==> config.mk <==
export PLATFORM = sky130hd
export DESIGN_NAME = flash_erase_status
export DESIGN_NICKNAME = d
export VERILOG_FILES = /design/src/rtl/fes_pkg.sv /design/src/rtl/fes_mode_fsm.sv /design/src/rtl/fes_toggle_gen.sv /design/src/rtl/fes_read_path.sv /design/src/rtl/flash_erase_status.sv
export SDC_FILE = /design/constraint.sdc
export NUM_CORES = 1
export LEC_CHECK = 0
export ABC_AREA = 1
export BUFFER_PORTS_ARGS = -buffer_cell sky130_fd_sc_hd__buf_4
export CORE_MARGIN = 3
export CORE_UTILIZATION = 54
export CTS_CLUSTER_SIZE = 10
export DETAILED_ROUTE_END_ITERATION = 16
export GPL_TIMING_DRIVEN = 1
export PLACE_DENSITY = 0.8
export SYNTH_ARGS = -nofsm -noshare
export SYNTH_HDL_FRONTEND = slang
export SYNTH_HIERARCHICAL = 1
export SYNTH_SLANG_ARGS = --single-unit
==> constraint.sdc <==
create_clock -name clk -period 0.8 [get_ports clk]
set_input_delay 0.16 -clock clk [delete_from_list [all_inputs] [get_ports clk]]
set_output_delay 0.16 -clock clk [all_outputs]
set_load 0.1 [all_outputs]
==> src/rtl/fes_pkg.sv <==
package fes_pkg;
  typedef enum logic [2:0] {
    MD_IDLE  = 3'd0,
    MD_ERASE = 3'd1,
    MD_ESUSP = 3'd2,
    MD_PROG  = 3'd3,
    MD_SPROG = 3'd4
  } fes_mode_e;

  localparam int unsigned STAT_RUN_BIT  = 6;
  localparam int unsigned STAT_FAIL_BIT = 5;
  localparam int unsigned STAT_SEC_BIT  = 2;

  function automatic logic mode_running(input fes_mode_e m);
    return (m == MD_ERASE) || (m == MD_PROG) || (m == MD_SPROG);
  endfunction

  function automatic logic mode_has_mask(input fes_mode_e m);
    return (m == MD_ERASE) || (m == MD_ESUSP) || (m == MD_SPROG);
  endfunction
endpackage

==> src/rtl/fes_mode_fsm.sv <==
module fes_mode_fsm
  import fes_pkg::*;
#(
  parameter int unsigned NUM_SECTORS = 8
) (
  input  logic                   clk,
  input  logic                   rst_n,
  input  logic                   op_start,
  input  logic                   op_erase,
  input  logic [NUM_SECTORS-1:0] op_mask,
  input  logic                   op_suspend,
  input  logic                   op_resume,
  input  logic                   op_done,
  input  logic                   timeout,
  input  logic                   reset_cmd,
  output fes_mode_e              mode,
  output logic                   failed,
  output logic [NUM_SECTORS-1:0] mask,
  output logic                   launch
);
  fes_mode_e              mode_q, mode_d;
  logic                   fail_q, fail_d;
  logic [NUM_SECTORS-1:0] mask_q, mask_d;
  logic                   launch_d;
  logic                   run;

  assign run = mode_running(mode_q);

  always_comb begin
    mode_d   = mode_q;
    fail_d   = fail_q;
    mask_d   = mask_q;
    launch_d = 1'b0;
    if (reset_cmd && fail_q) begin
      fail_d = 1'b0;
      if (mode_q == MD_SPROG) begin
        mode_d = MD_ESUSP;
      end else begin
        mode_d = MD_IDLE;
        mask_d = '0;
      end
    end else if (timeout && run) begin
      fail_d = 1'b1;
    end else if (op_done && run && !fail_q) begin
      if (mode_q == MD_SPROG) begin
        mode_d = MD_ESUSP;
      end else begin
        mode_d = MD_IDLE;
        mask_d = '0;
      end
    end else if (op_suspend && mode_q == MD_ERASE) begin
      mode_d = MD_ESUSP;
    end else if (op_resume && mode_q == MD_ESUSP) begin
      mode_d = MD_ERASE;
    end else if (op_start) begin
      if (mode_q == MD_IDLE) begin
        launch_d = 1'b1;
        if (op_erase) begin
          mode_d = MD_ERASE;
          mask_d = op_mask;
        end else begin
          mode_d = MD_PROG;
        end
      end else if (mode_q == MD_ESUSP && !op_erase) begin
        mode_d = MD_SPROG;
      end
    end
  end

  always_ff @(posedge clk or negedge rst_n) begin
    if (!rst_n) begin
      mode_q <= MD_IDLE;
      fail_q <= 1'b0;
      mask_q <= '0;
    end else begin
      mode_q <= mode_d;
      fail_q <= fail_d;
      mask_q <= mask_d;
    end
  end

  assign mode   = mode_q;
  assign failed = fail_q;
  assign mask   = mask_q;
  assign launch = launch_d;

  // failed flag only rises after a timeout
  a_r8_fail_needs_timeout: assert property (@(posedge clk) disable iff (!rst_n)
    $rose(fail_q) |-> $past(timeout));

  // failed flag only clears after a reset command
  a_r9_fail_clear_by_cmd: assert property (@(posedge clk) disable iff (!rst_n)
    $fell(fail_q) |-> $past(reset_cmd));

  // suspend is only reachable from active erase or nested-program completion
  a_r12_suspend_entry: assert property (@(posedge clk) disable iff (!rst_n)
    (mode_q == MD_ESUSP && $past(mode_q) != MD_ESUSP) |->
      ($past(mode_q) == MD_ERASE || $past(mode_q) == MD_SPROG));
endmodule

==> src/rtl/fes_toggle_gen.sv <==
module fes_toggle_gen
  import fes_pkg::*;
(
  input  logic      clk,
  input  logic      rst_n,
  input  logic      rd_fire,
  input  fes_mode_e mode,
  input  logic      in_sel,
  input  logic      launch,
  output logic      tog_run,
  output logic      tog_sec
);
  logic run_q, run_d, sec_q, sec_d;
  logic flip_run, flip_sec;

  assign flip_run = rd_fire && mode_running(mode);
  assign flip_sec = rd_fire && in_sel && mode_has_mask(mode);

  always_comb begin
    run_d = run_q;
    sec_d = sec_q;
    if (launch) begin
      run_d = 1'b0;
      sec_d = 1'b0;
    end else begin
      if (flip_run) run_d = ~run_q;
      if (flip_sec) sec_d = ~sec_q;
    end
  end

  always_ff @(posedge clk or negedge rst_n) begin
    if (!rst_n) begin
      run_q <= 1'b0;
      sec_q <= 1'b0;
    end else begin
      run_q <= run_d;
      sec_q <= sec_d;
    end
  end

  assign tog_run = run_q;
  assign tog_sec = sec_q;

  // run toggle frozen on reads during plain erase suspend
  a_r5_run_hold_in_suspend: assert property (@(posedge clk) disable iff (!rst_n)
    (rd_fire && mode == MD_ESUSP) |=> $stable(run_q));

  // sector toggle holds on reads outside the selected sectors
  a_r7_sec_hold_outside: assert property (@(posedge clk) disable iff (!rst_n)
    (rd_fire && !in_sel && !launch) |=> $stable(sec_q));

  // a launch leaves both toggles at zero
  a_r10_launch_clears: assert property (@(posedge clk) disable iff (!rst_n)
    launch |=> (!run_q && !sec_q));
endmodule

==> src/rtl/fes_read_path.sv <==
module fes_read_path
  import fes_pkg::*;
(
  input  logic       clk,
  input  logic       rst_n,
  input  logic       rd_fire,
  input  logic       use_status,
  input  logic       tog_run,
  input  logic       tog_sec,
  input  logic       failed,
  input  logic [7:0] array_data,
  output logic       rd_valid,
  output logic [7:0] rd_data
);
  logic [7:0] stat_byte, data_d, data_q;
  logic       valid_q;

  always_comb begin
    stat_byte                = '0;
    stat_byte[STAT_RUN_BIT]  = tog_run;
    stat_byte[STAT_FAIL_BIT] = failed;
    stat_byte[STAT_SEC_BIT]  = tog_sec;
    data_d = data_q;
    if (rd_fire) data_d = use_status ? stat_byte : array_data;
  end

  always_ff @(posedge clk or negedge rst_n) begin
    if (!rst_n) begin
      data_q  <= '0;
      valid_q <= 1'b0;
    end else begin
      data_q  <= data_d;
      valid_q <= rd_fire;
    end
  end

  assign rd_valid = valid_q;
  assign rd_data  = data_q;

  // valid pulse follows a read by exactly one cycle
  a_r2_valid_after_read: assert property (@(posedge clk) disable iff (!rst_n)
    rd_fire |=> valid_q);
  a_r2_no_valid_without_read: assert property (@(posedge clk) disable iff (!rst_n)
    !rd_fire |=> (!valid_q && $stable(data_q)));

  // a status read reports the failed flag on bit 5
  a_r8_fail_bit_reported: assert property (@(posedge clk) disable iff (!rst_n)
    (rd_fire && use_status) |=> (data_q[STAT_FAIL_BIT] == $past(failed)));
endmodule

==> src/rtl/flash_erase_status.sv <==
module flash_erase_status
  import fes_pkg::*;
#(
  parameter int unsigned NUM_SECTORS = 8,
  localparam int unsigned SEC_W = (NUM_SECTORS > 1) ? $clog2(NUM_SECTORS) : 1
) (
  input  logic                   clk,
  input  logic                   rst_n,
  input  logic                   rd_oe,
  input  logic                   rd_ce,
  input  logic [SEC_W-1:0]       rd_sector,
  input  logic [7:0]             array_data,
  input  logic                   op_start,
  input  logic                   op_erase,
  input  logic [NUM_SECTORS-1:0] op_mask,
  input  logic                   op_suspend,
  input  logic                   op_resume,
  input  logic                   op_done,
  input  logic                   timeout,
  input  logic                   reset_cmd,
  output logic                   rd_valid,
  output logic [7:0]             rd_data
);
  logic [1:0]             rst_pipe;
  logic                   rst_s_n;
  fes_mode_e              mode;
  logic                   failed, launch, in_sel, rd_fire, use_status;
  logic [NUM_SECTORS-1:0] mask;
  logic                   tog_run, tog_sec;

  always_ff @(posedge clk or negedge rst_n) begin
    if (!rst_n) rst_pipe <= 2'b00;
    else        rst_pipe <= {rst_pipe[0], 1'b1};
  end
  assign rst_s_n = rst_pipe[1];

  assign rd_fire = rd_oe | rd_ce;

  always_comb begin
    in_sel = 1'b0;
    for (int i = 0; i < int'(NUM_SECTORS); i++) begin
      if (int'(rd_sector) == i) in_sel = mask[i];
    end
  end

  assign use_status = mode_running(mode) || failed || (mode == MD_ESUSP && in_sel);

  fes_mode_fsm #(.NUM_SECTORS(NUM_SECTORS)) u_fsm (
    .clk(clk), .rst_n(rst_s_n),
    .op_start(op_start), .op_erase(op_erase), .op_mask(op_mask),
    .op_suspend(op_suspend), .op_resume(op_resume), .op_done(op_done),
    .timeout(timeout), .reset_cmd(reset_cmd),
    .mode(mode), .failed(failed), .mask(mask), .launch(launch)
  );

  fes_toggle_gen u_tog (
    .clk(clk), .rst_n(rst_s_n), .rd_fire(rd_fire), .mode(mode),
    .in_sel(in_sel), .launch(launch), .tog_run(tog_run), .tog_sec(tog_sec)
  );

  fes_read_path u_rd (
    .clk(clk), .rst_n(rst_s_n), .rd_fire(rd_fire), .use_status(use_status),
    .tog_run(tog_run), .tog_sec(tog_sec), .failed(failed),
    .array_data(array_data), .rd_valid(rd_valid), .rd_data(rd_data)
  );

  // status bytes never carry bits outside 6, 5 and 2
  a_r11_status_layout: assert property (@(posedge clk) disable iff (!rst_s_n)
    (rd_fire && use_status) |=> ((rd_data & 8'h9B) == 8'h00));
endmodule

==> results.md <==
* Number of H-tree levels at 1
* Worst Path Buf+Inv at 3
* Number of flops mapped to enable cells by yosys at 0
* Final Non-Filler Cells at between 300 and 400
* Yosys cell types at 27
* Reg2reg start: u_fsm/mode[0]
* Post-route DRC at 0
* Top delay family on crit path: flip-flops
* Row count at 19
* Synth top area share at 36.3%
* Sequential share of the synthesized area at between 30% and 40%
* Worst IR drop on VDD at 2.97 mV
* Slowest CP cell: dfrtp_2
* Grt total ovfl at 0
* Clock slew at reported path FFs at around 0.15 ns
* Die width at between 60 and 70 µm
* Number of synthesized register bits at 25
* Worst-Skew Late Latency at roughly 0.33 ns
* Worst R2R Setup Slack at -0.74 ns
* Synth Instances at 266
* Fraction of layout cells with a size suffix above 1 at a little over two fifths
* IO Port Bufs at 38
* R2R cell count at 9
* Crit-path most repeated cell: nand2_1
* Largest cells by area after synthesis: dfrtp_1 36%, nand2_1 26%, nand3_1 8.7%, inv_1 6.5%, nor2_1 3.7%
* Crit Path Max Fanout at 8
* Syn Area/Cell at about 6.5 µm²
* Antenna Cells at 0
* Pre-antenna DRT Iters at 8
* Synth Net Count at 296
* Via/cell ratio at 5.58
* CTS tree: built
* Initial antenna violation count at 0
* Vias in the first global route at 1957
* Nets at roughly 380
* CP Launch Point: u_fsm/mode[0]
* Max_cap viols at 0
* Critical path depth in cells at 9
* Post-DP Area at between 2000 and 2500 µm²
* Final Hold Fails at 0
* Clk sink count at 25
* Hold WC Path Type: input port to flip-flop
* RSZ-0062 raised after global routing: true
* Crit path required time at 1.04 ns
* Crit path cell chain: buf_4 > inv_1 > nor2_1 > a211oi_2 > nand2_4 > inv_8 > nand2_1 > nand3_1 > nand2_1
* Starting Density at 59.4%
* Finished Cell Area at roughly 2700 µm²
* Synth cell count leaders: 119 x nand2_1, 30 x inv_1, 30 x nand3_1, 25 x dfrtp_1, 17 x nor2_1
* Final max-slew violation count at 0
* Gpl congestion at roughly 0.81
* Die area at around 4000 µm²
* CP arrival at roughly 1.8 ns
* Crit path largest cell delay at approximately 0.48 ns
* Kind of end point of the critical path: flip-flop
* Final min period at about 1.5 ns
* Gr usage total at a little over a quarter
* Worst hold stages at 3
* Leak at 0.00148 µW
* Largest net degree at the start of global routing at 24
* Syn Std Cell Area at about 1700 µm²
* Die height at around 62 µm
* Failing checks: negative setup slack
* Boundary pin count at 39
* Crit path kind: flip-flop to flip-flop
* CTS Buffer Depth at 2
* Routed Antenna Nets at 0
* Pwr per Cell Area at ~4000 nW/µm²
* DRT Wirelength at ~6.0 mm
* Ys async rst share at 100%
* Wire per inst at 15.5 µm
* Number of DRC markers in iteration 0 at 203
* CTS root buffer: clkbuf_4
* Period utilization at 192%
* Ys Warns at 6
* Max Clk Rate at 649 MHz
* Final Util at roughly 93%
* DP HPWL at between 3 and 4 mm
* Setup ws final at -0.740 ns
* Core area at slightly below 3000 µm²
* Top FF cell, synth: dfrtp_1
* Status: finished with violations
* Routed vias at 2152
* Synth area leader: dfrtp_1
* Layout area overhead at 56.3%
* Hold_sp: array_data[1]
* Startpoint types: flip-flop
* Setup violations, final at 31
* First-pass GRT wire length at approximately 8.5 mm
* Top-count cell post-synth: nand2_1
* Cell count after placement at between 300 and 400
* Total CTS buffers at 3
* Clock Skew at roughly 0.022 ns
[final timing paths]
| path | end |
|---|---|
| worst max-delay path | u_rd/rd_data[5] |
| worst min-delay path | u_rd/rd_data[1] |
| worst max register to register | u_rd/rd_data[5] |
| worst min register to register | u_fsm/mask[6] |
| max in group asynchronous | u_fsm/failed |
| min in group asynchronous | rst_pipe[0] |
[worst register-to-register path, delay by kind of cell (launching register included)]
family,cells,cell delay (ns)
simple gates,5,0.40
buf+inv,3,0.36
flops,1,0.48
compound gates,1,0.25
[stage by stage]
stage                     total power, µW  worst slack (ns)  hold slack (ns)  setup TNS (ns)
after floorplan                      6430            -0.531           -0.136          -10.25
after global placement               8190            -0.561          -0.0582          -11.76
after detailed placement             8340            -0.631          -0.0520          -12.50
after CTS                            9850            -0.625           0.0476          -15.30
after global routing                11400            -0.804           0.0595          -19.39
final                               10700            -0.740           0.0500          -17.59
[power breakdown]
part           total, µW  leakage (µW)  internal [µW]  switching [µW]
clock network        577     0.0000139            191             386
logic               7680       0.00116           3020            4660
registers           2450      0.000297           1890             559
total              10700       0.00148           5110            5600
[placed cells by master (no fill, tap or decap)]
master and n:
dfrtp_2 4, buf_12 12, nor2_2 6, inv_2 10
nor2_8 1, conb_1 1, inv_4 1, nand3_2 10
nor2_1 11, nor2_4 3, dfrtp_1 12, clkinvlp_4 1
nand4_1 4, or2_0 1, nand2_2 9, dlygate4sd3_1 1
a21oi_1 2, nand3_1 23, inv_1 28, nand2_1 110
dfrtp_4 9, buf_4 63, nand2_4 6, clkbuf_4 3
buf_6 3, inv_8 1, or2_2 1, nor3b_2 1
o21ai_2 1, and2_4 1, nand3b_1 2, a211oi_2 1
nand3_4 2
[flip-flops by register name, indices dropped and copies added (netlist names)]
register and cells:
u_fsm/mode 3, u_rd/rd_valid 1, u_fsm/failed 1, u_fsm/mask 8
rst_pipe 2, u_tog/tog_run 1, u_rd/rd_data 8, u_tog/tog_sec 1
[logic make-up (layout without fill, tap and decap cells)]
kind of cell	after synthesis	count (layout)	synth area share, %
other	1	1	0.218
and+or+nand+nor	191	191	50.8
AOI/OAI and AO/OA	4	4	1.31
DFF	25	25	36.3
buffers and inverters	45	123	11.3
[cell type report]
class	instances	area, µm²
tap	42	52.6
clock buffer	3	22.5
clock inverter	1	7.51
multi-input combinational	196	1030
fill	119	208
sequential	25	664
inverter	40	160
timing repair buffer	79	757
[what timing repair did]
item	in CTS	in global routing
hold buffers	1	0
setup buffers	4	2
resized for setup	43	21
endpoints found under the hold margin	2	0
pin swaps	12	9
setup endpoints to repair	31	31
[metal layers]
metal	vias up	global-route usage, %	share of wire, %
li1	969	-	-
met1	978	30.0	35
met2	151	52.5	51
met3	54	3.60	6.8
met4	0	7.16	6.5
met5	-	0	0
No activity file was read; power rests on OpenSTA's default activity.
